### config.mk
export PLATFORM = sky130hd
export DESIGN_NAME = smb_index_regbank
export DESIGN_NICKNAME = d
export VERILOG_FILES = /design/src/rtl/smb_regbank_pkg.sv /design/src/rtl/smb_line_filter.sv /design/src/rtl/smb_target_fsm.sv /design/src/rtl/smb_reg_bank.sv /design/src/rtl/smb_index_regbank.sv
export SDC_FILE = /design/constraint.sdc
export NUM_CORES = 1
export LEC_CHECK = 0
export BUFFER_PORTS_ARGS = -buffer_cell sky130_fd_sc_hd__buf_2
export CAP_MARGIN = 10
export CORE_UTILIZATION = 56
export CTS_CLUSTER_SIZE = 16
export DETAILED_ROUTE_END_ITERATION = 8
export GPL_ROUTABILITY_DRIVEN = 0
export PLACE_DENSITY = 0.8
export REMOVE_ABC_BUFFERS = 1
export SYNTH_ARGS = -nofsm -noshare
export SYNTH_HDL_FRONTEND = slang
export SYNTH_HIERARCHICAL = 1
export SYNTH_SLANG_ARGS = --single-unit
### constraint.sdc
create_clock -name clk -period 4.1 [get_ports clk]
set_clock_uncertainty 0.05 [all_clocks]
set_input_delay 0.615 -clock clk [delete_from_list [all_inputs] [get_ports clk]]
set_output_delay 0.615 -clock clk [all_outputs]
set_load 0.02 [all_outputs]
### src/rtl/smb_regbank_pkg.sv
package smb_regbank_pkg;

    // Fixed indices whose behaviour other logic depends on
    localparam int IDX_REV_VEND = 6;
    localparam int IDX_DEV      = 7;
    localparam int IDX_COUNT    = 8;
    localparam int IDX_RSV_A    = 9;
    localparam int IDX_RSV_LO   = 19;
    localparam int IDX_RSV_HI   = 21;

    typedef enum logic [2:0] {
        PH_IDLE,
        PH_RX,
        PH_RX_ACK,
        PH_TX,
        PH_TX_ACK
    } phase_t;

    typedef enum logic [2:0] {
        ST_ADDR,
        ST_INDEX,
        ST_COUNT,
        ST_WDATA,
        ST_RCOUNT,
        ST_RDATA
    } step_t;

    function automatic logic is_writable(int idx);
        return !(idx == IDX_REV_VEND || idx == IDX_DEV || idx == IDX_RSV_A ||
                 (idx >= IDX_RSV_LO && idx <= IDX_RSV_HI));
    endfunction

    function automatic logic [7:0] reg_default(int idx, logic [7:0] cnt_def);
        case (idx)
            1:         return 8'hFF;
            2:         return 8'h3F;
            5:         return 8'h3C;
            IDX_COUNT: return cnt_def;
            default:   return 8'h00;
        endcase
    endfunction

endpackage

### src/rtl/smb_line_filter.sv
module smb_line_filter #(
    parameter int SYNC_STAGES = 2,
    parameter int FILT_LEN    = 3
) (
    input  logic clk,
    input  logic rst,
    input  logic line_i,
    output logic level_o,
    output logic rise_o,
    output logic fall_o
);
    logic [SYNC_STAGES-1:0] sync_q;
    logic [FILT_LEN-1:0]    hist_q;

    always_ff @(posedge clk) begin
        if (rst) begin
            sync_q  <= '1;
            hist_q  <= '1;
            level_o <= 1'b1;
            rise_o  <= 1'b0;
            fall_o  <= 1'b0;
        end else begin
            sync_q <= {sync_q[SYNC_STAGES-2:0], line_i};
            hist_q <= {hist_q[FILT_LEN-2:0], sync_q[SYNC_STAGES-1]};
            rise_o <= 1'b0;
            fall_o <= 1'b0;
            if ((&hist_q) && !level_o) begin
                level_o <= 1'b1;
                rise_o  <= 1'b1;
            end else if (!(|hist_q) && level_o) begin
                level_o <= 1'b0;
                fall_o  <= 1'b1;
            end
        end
    end
endmodule

### src/rtl/smb_target_fsm.sv
module smb_target_fsm
    import smb_regbank_pkg::*;
(
    input  logic       clk,
    input  logic       rst,
    input  logic       scl_lvl,
    input  logic       scl_rise,
    input  logic       scl_fall,
    input  logic       sda_lvl,
    input  logic       sda_rise,
    input  logic       sda_fall,
    input  logic [6:0] dev_addr,
    input  logic [7:0] rd_data,
    input  logic [7:0] count_val,
    output logic [7:0] rd_idx,
    output logic       wr_en,
    output logic [7:0] wr_idx,
    output logic [7:0] wr_data,
    output logic       sda_low
);
    phase_t     phase;
    step_t      step;
    logic [7:0] shreg;
    logic [3:0] bitcnt;
    logic [7:0] index;
    logic [7:0] wr_left;
    logic       host_ack;

    logic start_evt, stop_evt, byte_done;
    assign start_evt = sda_fall && scl_lvl;
    assign stop_evt  = sda_rise && scl_lvl;
    assign byte_done = (phase == PH_RX) && scl_fall && (bitcnt == 4'd8);

    assign wr_en   = byte_done && (step == ST_WDATA) && (wr_left != 8'd0);
    assign wr_idx  = index;
    assign wr_data = shreg;
    assign rd_idx  = index;

    always_ff @(posedge clk) begin
        if (rst) begin
            phase    <= PH_IDLE;
            step     <= ST_ADDR;
            shreg    <= '0;
            bitcnt   <= '0;
            index    <= '0;
            wr_left  <= '0;
            host_ack <= 1'b0;
            sda_low  <= 1'b0;
        end else if (start_evt) begin
            phase   <= PH_RX;
            step    <= ST_ADDR;
            bitcnt  <= '0;
            sda_low <= 1'b0;
        end else if (stop_evt) begin
            phase   <= PH_IDLE;
            sda_low <= 1'b0;
        end else begin
            case (phase)
                PH_RX: begin
                    if (scl_rise && bitcnt != 4'd8) begin
                        shreg  <= {shreg[6:0], sda_lvl};
                        bitcnt <= bitcnt + 4'd1;
                    end else if (byte_done) begin
                        phase <= PH_RX_ACK;
                        case (step)
                            ST_ADDR: begin
                                if (shreg[7:1] == dev_addr) begin
                                    sda_low <= 1'b1;
                                    step    <= shreg[0] ? ST_RCOUNT : ST_INDEX;
                                end else begin
                                    phase <= PH_IDLE;
                                end
                            end
                            ST_INDEX: begin
                                index   <= shreg;
                                sda_low <= 1'b1;
                                step    <= ST_COUNT;
                            end
                            ST_COUNT: begin
                                wr_left <= shreg;
                                sda_low <= 1'b1;
                                step    <= ST_WDATA;
                            end
                            ST_WDATA: begin
                                if (wr_left != 8'd0) begin
                                    index   <= index + 8'd1;
                                    wr_left <= wr_left - 8'd1;
                                    sda_low <= 1'b1;
                                end
                            end
                            default: phase <= PH_IDLE;
                        endcase
                    end
                end
                PH_RX_ACK: begin
                    if (scl_fall) begin
                        if (step == ST_RCOUNT) begin
                            sda_low <= ~count_val[7];
                            shreg   <= {count_val[6:0], 1'b0};
                            bitcnt  <= 4'd1;
                            phase   <= PH_TX;
                        end else begin
                            sda_low <= 1'b0;
                            bitcnt  <= '0;
                            phase   <= PH_RX;
                        end
                    end
                end
                PH_TX: begin
                    if (scl_fall) begin
                        if (bitcnt == 4'd8) begin
                            sda_low <= 1'b0;
                            phase   <= PH_TX_ACK;
                        end else begin
                            sda_low <= ~shreg[7];
                            shreg   <= {shreg[6:0], 1'b0};
                            bitcnt  <= bitcnt + 4'd1;
                        end
                    end
                end
                PH_TX_ACK: begin
                    if (scl_rise) begin
                        host_ack <= ~sda_lvl;
                    end else if (scl_fall) begin
                        if (host_ack) begin
                            sda_low <= ~rd_data[7];
                            shreg   <= {rd_data[6:0], 1'b0};
                            bitcnt  <= 4'd1;
                            index   <= index + 8'd1;
                            step    <= ST_RDATA;
                            phase   <= PH_TX;
                        end else begin
                            phase <= PH_IDLE;
                        end
                    end
                end
                default: phase <= PH_IDLE;
            endcase
        end
    end

    // released whenever idle
    p_idle_release_r12: assert property (@(posedge clk) disable iff (rst)
        (phase == PH_IDLE) |-> !sda_low);
    // drive moves only after a bus event
    p_drive_on_event_r12: assert property (@(posedge clk) disable iff (rst)
        !$stable(sda_low) |-> $past(scl_fall || start_evt || stop_evt));
    // stop always returns to idle
    p_stop_idle_r11: assert property (@(posedge clk) disable iff (rst)
        stop_evt |=> (phase == PH_IDLE));
    // start always opens a fresh address phase
    p_start_addr_r11: assert property (@(posedge clk) disable iff (rst)
        start_evt |=> (phase == PH_RX && step == ST_ADDR && bitcnt == 4'd0));
endmodule

### src/rtl/smb_reg_bank.sv
module smb_reg_bank
    import smb_regbank_pkg::*;
#(
    parameter int         NUM_REGS      = 22,
    parameter logic [3:0] REV_ID        = 4'h0,
    parameter logic [7:0] DEVICE_ID     = 8'h2C,
    parameter logic [7:0] COUNT_DEFAULT = 8'h09
) (
    input  logic                  clk,
    input  logic                  rst,
    input  logic                  wr_en,
    input  logic [7:0]            wr_idx,
    input  logic [7:0]            wr_data,
    input  logic [7:0]            rd_idx,
    output logic [7:0]            rd_data,
    output logic [7:0]            count_o,
    output logic [8*NUM_REGS-1:0] ctrl_o
);
    localparam logic [7:0] IDX_END = 8'(NUM_REGS);

    logic [7:0] view [NUM_REGS];

    for (genvar i = 0; i < NUM_REGS; i++) begin : g_reg
        if (i == IDX_REV_VEND) begin : g_rev
            assign view[i] = {REV_ID, 4'b0001};
        end else if (i == IDX_DEV) begin : g_dev
            assign view[i] = DEVICE_ID;
        end else if (!is_writable(i)) begin : g_rsv
            assign view[i] = 8'h00;
        end else begin : g_rw
            logic [7:0] q;
            always_ff @(posedge clk) begin
                if (rst)
                    q <= reg_default(i, COUNT_DEFAULT);
                else if (wr_en && wr_idx == 8'(i))
                    q <= wr_data;
            end
            assign view[i] = q;
        end
        assign ctrl_o[8*i +: 8] = view[i];
    end

    always_comb begin
        rd_data = 8'h00;
        for (int i = 0; i < NUM_REGS; i++)
            if (rd_idx == 8'(i)) rd_data = view[i];
    end

    assign count_o = view[IDX_COUNT];

    // out-of-range writes leave the bank untouched
    p_oob_nochange_r9: assert property (@(posedge clk) disable iff (rst)
        (wr_en && wr_idx >= IDX_END) |=> $stable(ctrl_o));
    // identification bytes ignore writes
    p_id_nochange_r7: assert property (@(posedge clk) disable iff (rst)
        (wr_en && (wr_idx == 8'(IDX_REV_VEND) || wr_idx == 8'(IDX_DEV))) |=> $stable(ctrl_o));
endmodule

### src/rtl/smb_index_regbank.sv
module smb_index_regbank #(
    parameter int         NUM_REGS      = 22,
    parameter int         SYNC_STAGES   = 2,
    parameter int         FILT_LEN      = 3,
    parameter logic [6:0] ADDR_PRIMARY  = 7'h68,
    parameter logic [6:0] ADDR_ALT      = 7'h60,
    parameter logic [3:0] REV_ID        = 4'h0,
    parameter logic [7:0] DEVICE_ID     = 8'h2C,
    parameter logic [7:0] COUNT_DEFAULT = 8'h09
) (
    input  logic                  clk,
    input  logic                  rst,
    input  logic                  addr_sel_i,
    input  logic                  scl_i,
    input  logic                  sda_i,
    output logic                  sda_pull_low_o,
    output logic [8*NUM_REGS-1:0] ctrl_o
);
    logic [1:0] raw, lvl, rise, fall;
    assign raw = {sda_i, scl_i};

    for (genvar l = 0; l < 2; l++) begin : g_line
        smb_line_filter #(
            .SYNC_STAGES(SYNC_STAGES),
            .FILT_LEN   (FILT_LEN)
        ) u_filt (
            .clk    (clk),
            .rst    (rst),
            .line_i (raw[l]),
            .level_o(lvl[l]),
            .rise_o (rise[l]),
            .fall_o (fall[l])
        );
    end

    logic [6:0] dev_addr;
    logic [7:0] rd_idx, rd_data, count_val, wr_idx, wr_data;
    logic       wr_en;

    assign dev_addr = addr_sel_i ? ADDR_ALT : ADDR_PRIMARY;

    smb_target_fsm u_fsm (
        .clk      (clk),
        .rst      (rst),
        .scl_lvl  (lvl[0]),
        .scl_rise (rise[0]),
        .scl_fall (fall[0]),
        .sda_lvl  (lvl[1]),
        .sda_rise (rise[1]),
        .sda_fall (fall[1]),
        .dev_addr (dev_addr),
        .rd_data  (rd_data),
        .count_val(count_val),
        .rd_idx   (rd_idx),
        .wr_en    (wr_en),
        .wr_idx   (wr_idx),
        .wr_data  (wr_data),
        .sda_low  (sda_pull_low_o)
    );

    smb_reg_bank #(
        .NUM_REGS     (NUM_REGS),
        .REV_ID       (REV_ID),
        .DEVICE_ID    (DEVICE_ID),
        .COUNT_DEFAULT(COUNT_DEFAULT)
    ) u_bank (
        .clk    (clk),
        .rst    (rst),
        .wr_en  (wr_en),
        .wr_idx (wr_idx),
        .wr_data(wr_data),
        .rd_idx (rd_idx),
        .rd_data(rd_data),
        .count_o(count_val),
        .ctrl_o (ctrl_o)
    );
endmodule

==> results of run 1 <==
worst register-to-register path, delay by kind of cell (launching register included):
family,cells,cell delay (ns)
muxes,1,0.27
DFF,1,0.60
and+or+nand+nor,7,2.43
logic make-up (layout without fill, tap and decap cells):
| family | Yosys count | after routing | share of synthesized area |
|---|---|---|---|
| AO/OA/AOI/OAI | 254 | 254 | 0.1730 |
| multiplexers | 134 | 134 | 0.1514 |
| buffers and inverters | 157 | 202 | 0.08878 |
| XOR/XNOR | 8 | 8 | 0.007280 |
| adder cells (fa/ha/maj) | 5 | 5 | 0.006499 |
| flip-flops | 180 | 180 | 0.3744 |
| AND/OR/NAND/NOR | 375 | 375 | 0.1971 |
| other | 4 | 54 | 0.001559 |
cell usage after synthesis, types with 9 or more instances:
library cell	n	area [um2]
buf_1	13	48.80
clkbuf_1	47	176.4
o21a_1	14	105.1
a21oi_1	69	345.3
a2bb2oi_1	9	78.83
o211ai_1	13	97.59
o21ai_0	45	225.2
mux2_2	13	146.4
nor2_1	140	525.5
buf_2	10	50.05
o21ai_1	16	80.08
o22ai_1	13	81.33
inv_1	18	67.56
nand3_1	26	130.1
nor2b_1	33	206.5
nand2_1	87	326.6
a211o_1	21	183.9
dfxtp_1	180	3603
buf_4	67	503.0
mux2i_1	113	1131
final cells by class:
| cell class | instances | area (um2) |
|---|---|---|
| Clock buffer | 19 | 452.9 |
| Clock inverter | 13 | 116.4 |
| Fill cell | 1422 | 6021 |
| Inverter | 19 | 71.32 |
| Multi-Input combinational cell | 830 | 5355 |
| Sequential cell | 180 | 3606 |
| Tap cell | 220 | 275.3 |
| Timing Repair Buffer | 151 | 803.3 |
through the flow:
stage | total power, uW | hold slack (ns)
finish | 3417 | 0.3035
global route | 3509 | 0.2998
CTS | 3428 | 0.2910
detailed placement | 1871 | 0.3371
global placement | 1871 | 0.3353
floorplan | 1841 | 0.3332
state kept, by name, summed over array words and instances, names as in the netlist, 4 cells and up:
| signal | cells |
|---|---|
| u_fsm/wr_left | 8 |
| u_fsm/rd_idx | 8 |
| u_bank/g.g_rw.q | 120 |
| u_fsm/wr_data | 8 |
| u_fsm/bitcnt | 4 |
| g_line.u_filt/hist_q | 6 |
| g_line.u_filt/sync_q | 4 |
| u_bank/count_o | 8 |
per-layer routing:
layer,vias to the layer above,track usage,wire length (um)
li1,4010,-,-
met2,509,0.4433,11710
met3,58,0.06963,2606
met5,-,0,0
met4,0,0.1345,836
met1,4043,0.4253,11890
path summary, 6_finish.rpt:
path / startpoint / end / slack, ns / cells after the start
setup / recovery: u_fsm/phase[0] / u_bank/g_reg[3].g_rw.q[5] / 0.60 / 8
hold / removal: scl_i / g_line[0].u_filt/sync_q[0] / 0.30 / 2
setup reg to reg: u_fsm/phase[0] / u_bank/g_reg[3].g_rw.q[5] / 0.60 / 8
hold reg to reg: g_line[1].u_filt/sync_q[1] / g_line[1].u_filt/hist_q[0] / 0.35 / 1
where the power goes:
group / internal, uW / switching (uW)
sequential: 1750 / 1.47
combinational: 8.91 / 72.1
clock: 830 / 755
==> metrics.txt, run 1 <==
Post-CTS Setup Inserts=0; PortBufs=133; Synth Cell Area=9625 um2; Clock Path Buffers=2; max-cap violations=0; Starting DRT DRC Count=1,079; clock sinks=180; run status=finished, final reports clean; insertion delay to the later sink of the worst-skew pair=0.44 ns; Setup violations, final=0; most frequent cells in the layout=178 x dfxtp_1, 140 x nor2_1, 132 x buf_2; initial standard-cell utilization of the core=0.5763; number of global-route vias before repair=7,644; cts-stage hold buffer count=0; area growth from synthesis to layout=10.96%; Final #Nets=1,209; number of iterations in the first detailed-routing pass=5; vertical die dimension=133.1 um; post-layout worst setup margin=0.5989 ns; maximum fanout encountered on the critical timing path=14; Final Cycle Share=0.8539; largest net degree at the start of global routing=97; timing-limited maximum frequency=285.6 MHz; antenna cells=0; kind of path behind the tightest hold check=in -> reg; cells along the critical path=or4b_4 > nor2_1 > and4_1 > nor4b_4 > nand4b_1 > nor3_2 > mux2i_1 > nor2_1; Boundary Pins=182; cell total after placement=1,400; average cell area after synthesis=8.617 um2; count of placed standard cells in the final layout, fillers left out=1,432; share of final-layout standard cells stronger than drive strength 1=0.1914; post-route cell area=10,680 um2; Detailed Place HPWL=18.16 mm; root buf cell=clkbuf_16; overall die width=133.1 um; cell area reported after detailed placement=10,110 um2; Final Slew Violations=0; final critical-path required period=3.501 ns; post-route core utilization=0.6395; total of warnings raised by yosys=6; first-pass GRT wire length=42.20 mm; Overflow after GRT=0; number of remaining DRC errors=0; clock-pin slew of the registers on the worst-case setup and hold paths=0.08 ns; Max transition margin=0.2234; Critical Path Start Type=register; CTS-repair resized insts=0; flip-flop cell with the highest count after synthesis=dfxtp_1; gate count after technology mapping=1,117; via count=8,620; total routing usage reported by global routing=0.3030; CP max stage cell=nor3_2; initial antenna violation count=0; proportion of register bits with asynchronous set or reset after synthesis=0; maximum vdd drop=302.3 uV; total core area=16,700 um2; unrepaired setup endpoints after global routing=false; endpoint kind of the worst setup timing path=register; clock tree from TritonCTS=built; detail-routed via count per cell=6.020; Required @ worst endpoint=4.34 ns; total negative slack for setup checks=0 ns; cell with the most instances on the worst path=nor2_1; overall die area=17,720 um2; leakage component of the power=0.004153 uW; Routed Wire Length=27.04 mm; post-placement setup slack=0.7490 ns; count of different cell masters after synthesis=77; CP delay by family, top=simple AND/OR/NAND/NOR gates; highest cell delay on the worst timing path=0.71 ns; level count of the clock H-tree=4; Setup Crit Path Kind=reg -> reg; buffering stage count on the worst path with inverters included=0; transition time at the pin with the least slew margin=1.163 ns; final routed wire length divided by cell count=18.88 um; TritonCTS Buffers=17; number of hold violations in the final report=0; std cell rows=47; count of flip-flops with a built-in enable after synthesis=0; sequential-to-total area share from yosys stat=0.3744; FF+latch count, synth=180; data arrival at the endpoint of the critical path=3.74 ns; PwrDens=319.9 nW/um2; antenna violation net count after detailed routing=0; leading cell type in the layout, fill and taps excluded=dfxtp_1
(Power assumes the default switching activity.)
==> inputs of run 2 (changes only) <==
==> constraint.sdc (replaced) <==
create_clock -name clk -period 3.8 [get_ports clk]
set_clock_uncertainty 0.05 [all_clocks]
set_input_delay 0.57 -clock clk [delete_from_list [all_inputs] [get_ports clk]]
set_output_delay 0.57 -clock clk [all_outputs]
set_load 0.02 [all_outputs]
==> run 2 against run 1 <==
First-iteration DRC count decreased by 12%. Worst hold slack got worse by 0.042 ns. Global-route usage barely moved. Worst setup slack worse by 0.14 ns. Combinational power increased by 8.9%. Utilization increased by 0.22 points. Flip-flop and latch count stayed put. Register-to-register slack lost 0.14 ns. Largest power group unchanged. Die area stayed put. Non-clock buffer count rose by 5. Critical path type unchanged.
==> metrics.txt, run 2 (same netlist as run 1, synthesis figures left out) <==
data arrival at the endpoint of the critical path=3.66 ns (-0.08 ns); number of global-route vias before repair=7,727 (+1.1%); maximum vdd drop=301.2 uV (-0.39%); clock-pin slew of the registers on the worst-case setup and hold paths=0.07 ns (about the same); critical path startpoint=u_fsm/phase[0]; post-placement setup slack=0.6102 ns (-0.1388 ns); Boundary Pins=182 (unchanged); total routing usage reported by global routing=0.3031 (about the same); Critical Path Start Type=register; total negative slack for setup checks=0 ns (unchanged); Required @ worst endpoint=4.12 ns (-0.22 ns); endpoint kind of the worst setup timing path=register; Final #Nets=1,214 (+0.41%); endpoint of the most critical setup path=u_bank/g_reg[12].g_rw.q[0]; PwrDens=345.1 nW/um2 (+7.9%); post-layout worst setup margin=0.4561 ns (-0.1429 ns); cell with the most instances on the worst path=nor2_1; final-layout fill cell count=1,396 (-1.8%); vertical die dimension=133.1 um (unchanged); via count=8,725 (+1.2%); Post-CTS Setup Inserts=0 (unchanged); Setup Crit Path Kind=reg -> reg; Overflow after GRT=0 (unchanged); run status=finished, final reports clean; flip-flop count of the largest register, all copies and words added=120 (unchanged); leakage component of the power=0.004179 uW (+0.61%); maximum fanout encountered on the critical timing path=14 (unchanged); detail-routed via count per cell=6.076 (+0.94%); overall die area=17,720 um2 (unchanged); std cell rows=47 (unchanged); minimum setup slack among reg-to-reg paths=0.46 ns (-0.14 ns); most frequent cells in the layout=178 x dfxtp_1, 140 x nor2_1, 132 x buf_2; Starting DRT DRC Count=950 (-12%); PortBufs=133 (unchanged); insertion delay to the later sink of the worst-skew pair=0.44 ns (about the same); number of hold violations in the final report=0 (unchanged); highest cell delay on the worst timing path=0.60 ns (-0.11 ns); Worst Hold Path Cells=2 (unchanged); cell depth of the worst setup path=9 (+1); cts-stage hold buffer count=0 (unchanged); unrepaired setup endpoints after global routing=false; Final Slew Violations=0 (unchanged); share of final-layout standard cells stronger than drive strength 1=0.1924 (+0.001015); CP delay by family, top=simple AND/OR/NAND/NOR gates; number of cells on the worst reg-to-reg path=9 (+1); area growth from synthesis to layout=11.35%; max-cap violations=0 (unchanged); antenna violation net count after detailed routing=0 (unchanged); root buf cell=clkbuf_16; level count of the clock H-tree=4 (unchanged); buffering stage count on the worst path with inverters included=1 (+1); clock tree from TritonCTS=built; total core area=16,700 um2 (unchanged); destination of the worst register-to-register timing path=u_bank/g_reg[12].g_rw.q[0]; overall die width=133.1 um (unchanged); clock sinks=180 (unchanged); transition time at the pin with the least slew margin=1.135 ns (-0.02838 ns); Detailed Place HPWL=18.16 mm (about the same); Routed Wire Length=26.84 mm (-0.74%); kind of path behind the tightest hold check=in -> reg; largest net degree at the start of global routing=56 (-42%); Clock Path Buffers=2 (unchanged); antenna cells=0 (unchanged); Reg with most FFs=u_bank/g.g_rw.q; number of remaining DRC errors=0 (unchanged); final critical-path required period=3.344 ns (-0.1571 ns); final routed wire length divided by cell count=18.69 um (-1.0%); TritonCTS Buffers=17 (unchanged); Max transition margin=0.2423 (+0.01895); Final Cycle Share=0.8800 (+0.02606); leading cell type in the layout, fill and taps excluded=dfxtp_1; FF-to-FF Start=u_fsm/phase[0]; Setup violations, final=0 (unchanged); CTS-repair resized insts=0 (unchanged); initial standard-cell utilization of the core=0.5763 (unchanged); initial antenna violation count=0 (unchanged); number of iterations in the first detailed-routing pass=6 (+1); cells along the critical path=or4b_4 > nor2_1 > and4_1 > nor4b_4 > nand3b_1 > buf_4 > nor2_1 > nand2_1 > a21oi_1; first-pass GRT wire length=42.15 mm (-0.11%); CP max stage cell=dfxtp_1; timing-limited maximum frequency=299.1 MHz (+4.7%)
run 2: cell types whose count changed in the layout (fill, tap and decap cells not counted), sizes merged:
| cell | before | now |
|---|---|---|
| buf | 151 | 156 |
| clkinvlp | 2 | 1 |
| clkbuf | 19 | 22 |
| bufinv | 0 | 1 |
| inv | 25 | 21 |
run 2: how the worst min path moves through the flow:
stage	end	slack [ns]	start
6_report	g_line[1].u_filt/sync_q[0]	0.26	sda_i
5_1_grt	g_line[1].u_filt/sync_q[0]	0.26	sda_i
4_1_cts	g_line[1].u_filt/sync_q[0]	0.25	sda_i
3_5_place_dp	g_line[1].u_filt/sync_q[1]	0.34	g_line[1].u_filt/sync_q[0]
3_3_place_gp	g_line[1].u_filt/sync_q[1]	0.33	g_line[1].u_filt/sync_q[0]
2_1_floorplan	g_line[0].u_filt/hist_q[0]	0.33	g_line[0].u_filt/sync_q[1]
run 2: stage by stage:
| stage | power (uW) | utilization | hold slack [ns] | std cells | area, um2 |
|---|---|---|---|---|---|
| final | 3698 | 0.6417 | 0.2613 | 1436 | 10720 |
| after global routing | 3803 | 0.6417 | 0.2621 | 1436 | 10720 |
| after CTS | 3705 | 0.6417 | 0.2497 | 1436 | 10720 |
| after detailed placement | 2020 | 0.6077 | 0.3391 | 1405 | 10150 |
| after global placement | 2020 | 0.6077 | 0.3340 | 1405 | 10150 |
| after floorplan | 1986 | - | 0.3332 | 1029 | 9030 |
run 2: power breakdown:
part / total, uW / leakage [uW] / internal (uW) / switching [uW]
clock: 1720 / 0.000278 / 960 / 759
sequential: 1890 / 0.00145 / 1890 / 1.55
combinational: 88.2 / 0.00245 / 10.3 / 77.9
total: 3700 / 0.00418 / 2860 / 839
run 2: layout make-up:
cell class	instances	area (um2)	share of cell area
multi-input cells	830	5355	0.4996
inverters	19	71.32	0.006654
clock inverters	9	95.09	0.008872
clock buffers	22	474.2	0.04424
well taps	220	275.3	0.02568
flip-flops and latches	180	3606	0.3364
repair buffers	156	840.8	0.07845
run 2: routing by layer:
layer | wire [um] | vias to the layer above | GRT usage
li1 | - | 4020 | -
met2 | 11780 | 521 | 0.4543
met5 | 0 | - | 0
met4 | 974 | 0 | 0.1294
met1 | 11340 | 4113 | 0.4096
met3 | 2745 | 71 | 0.08333
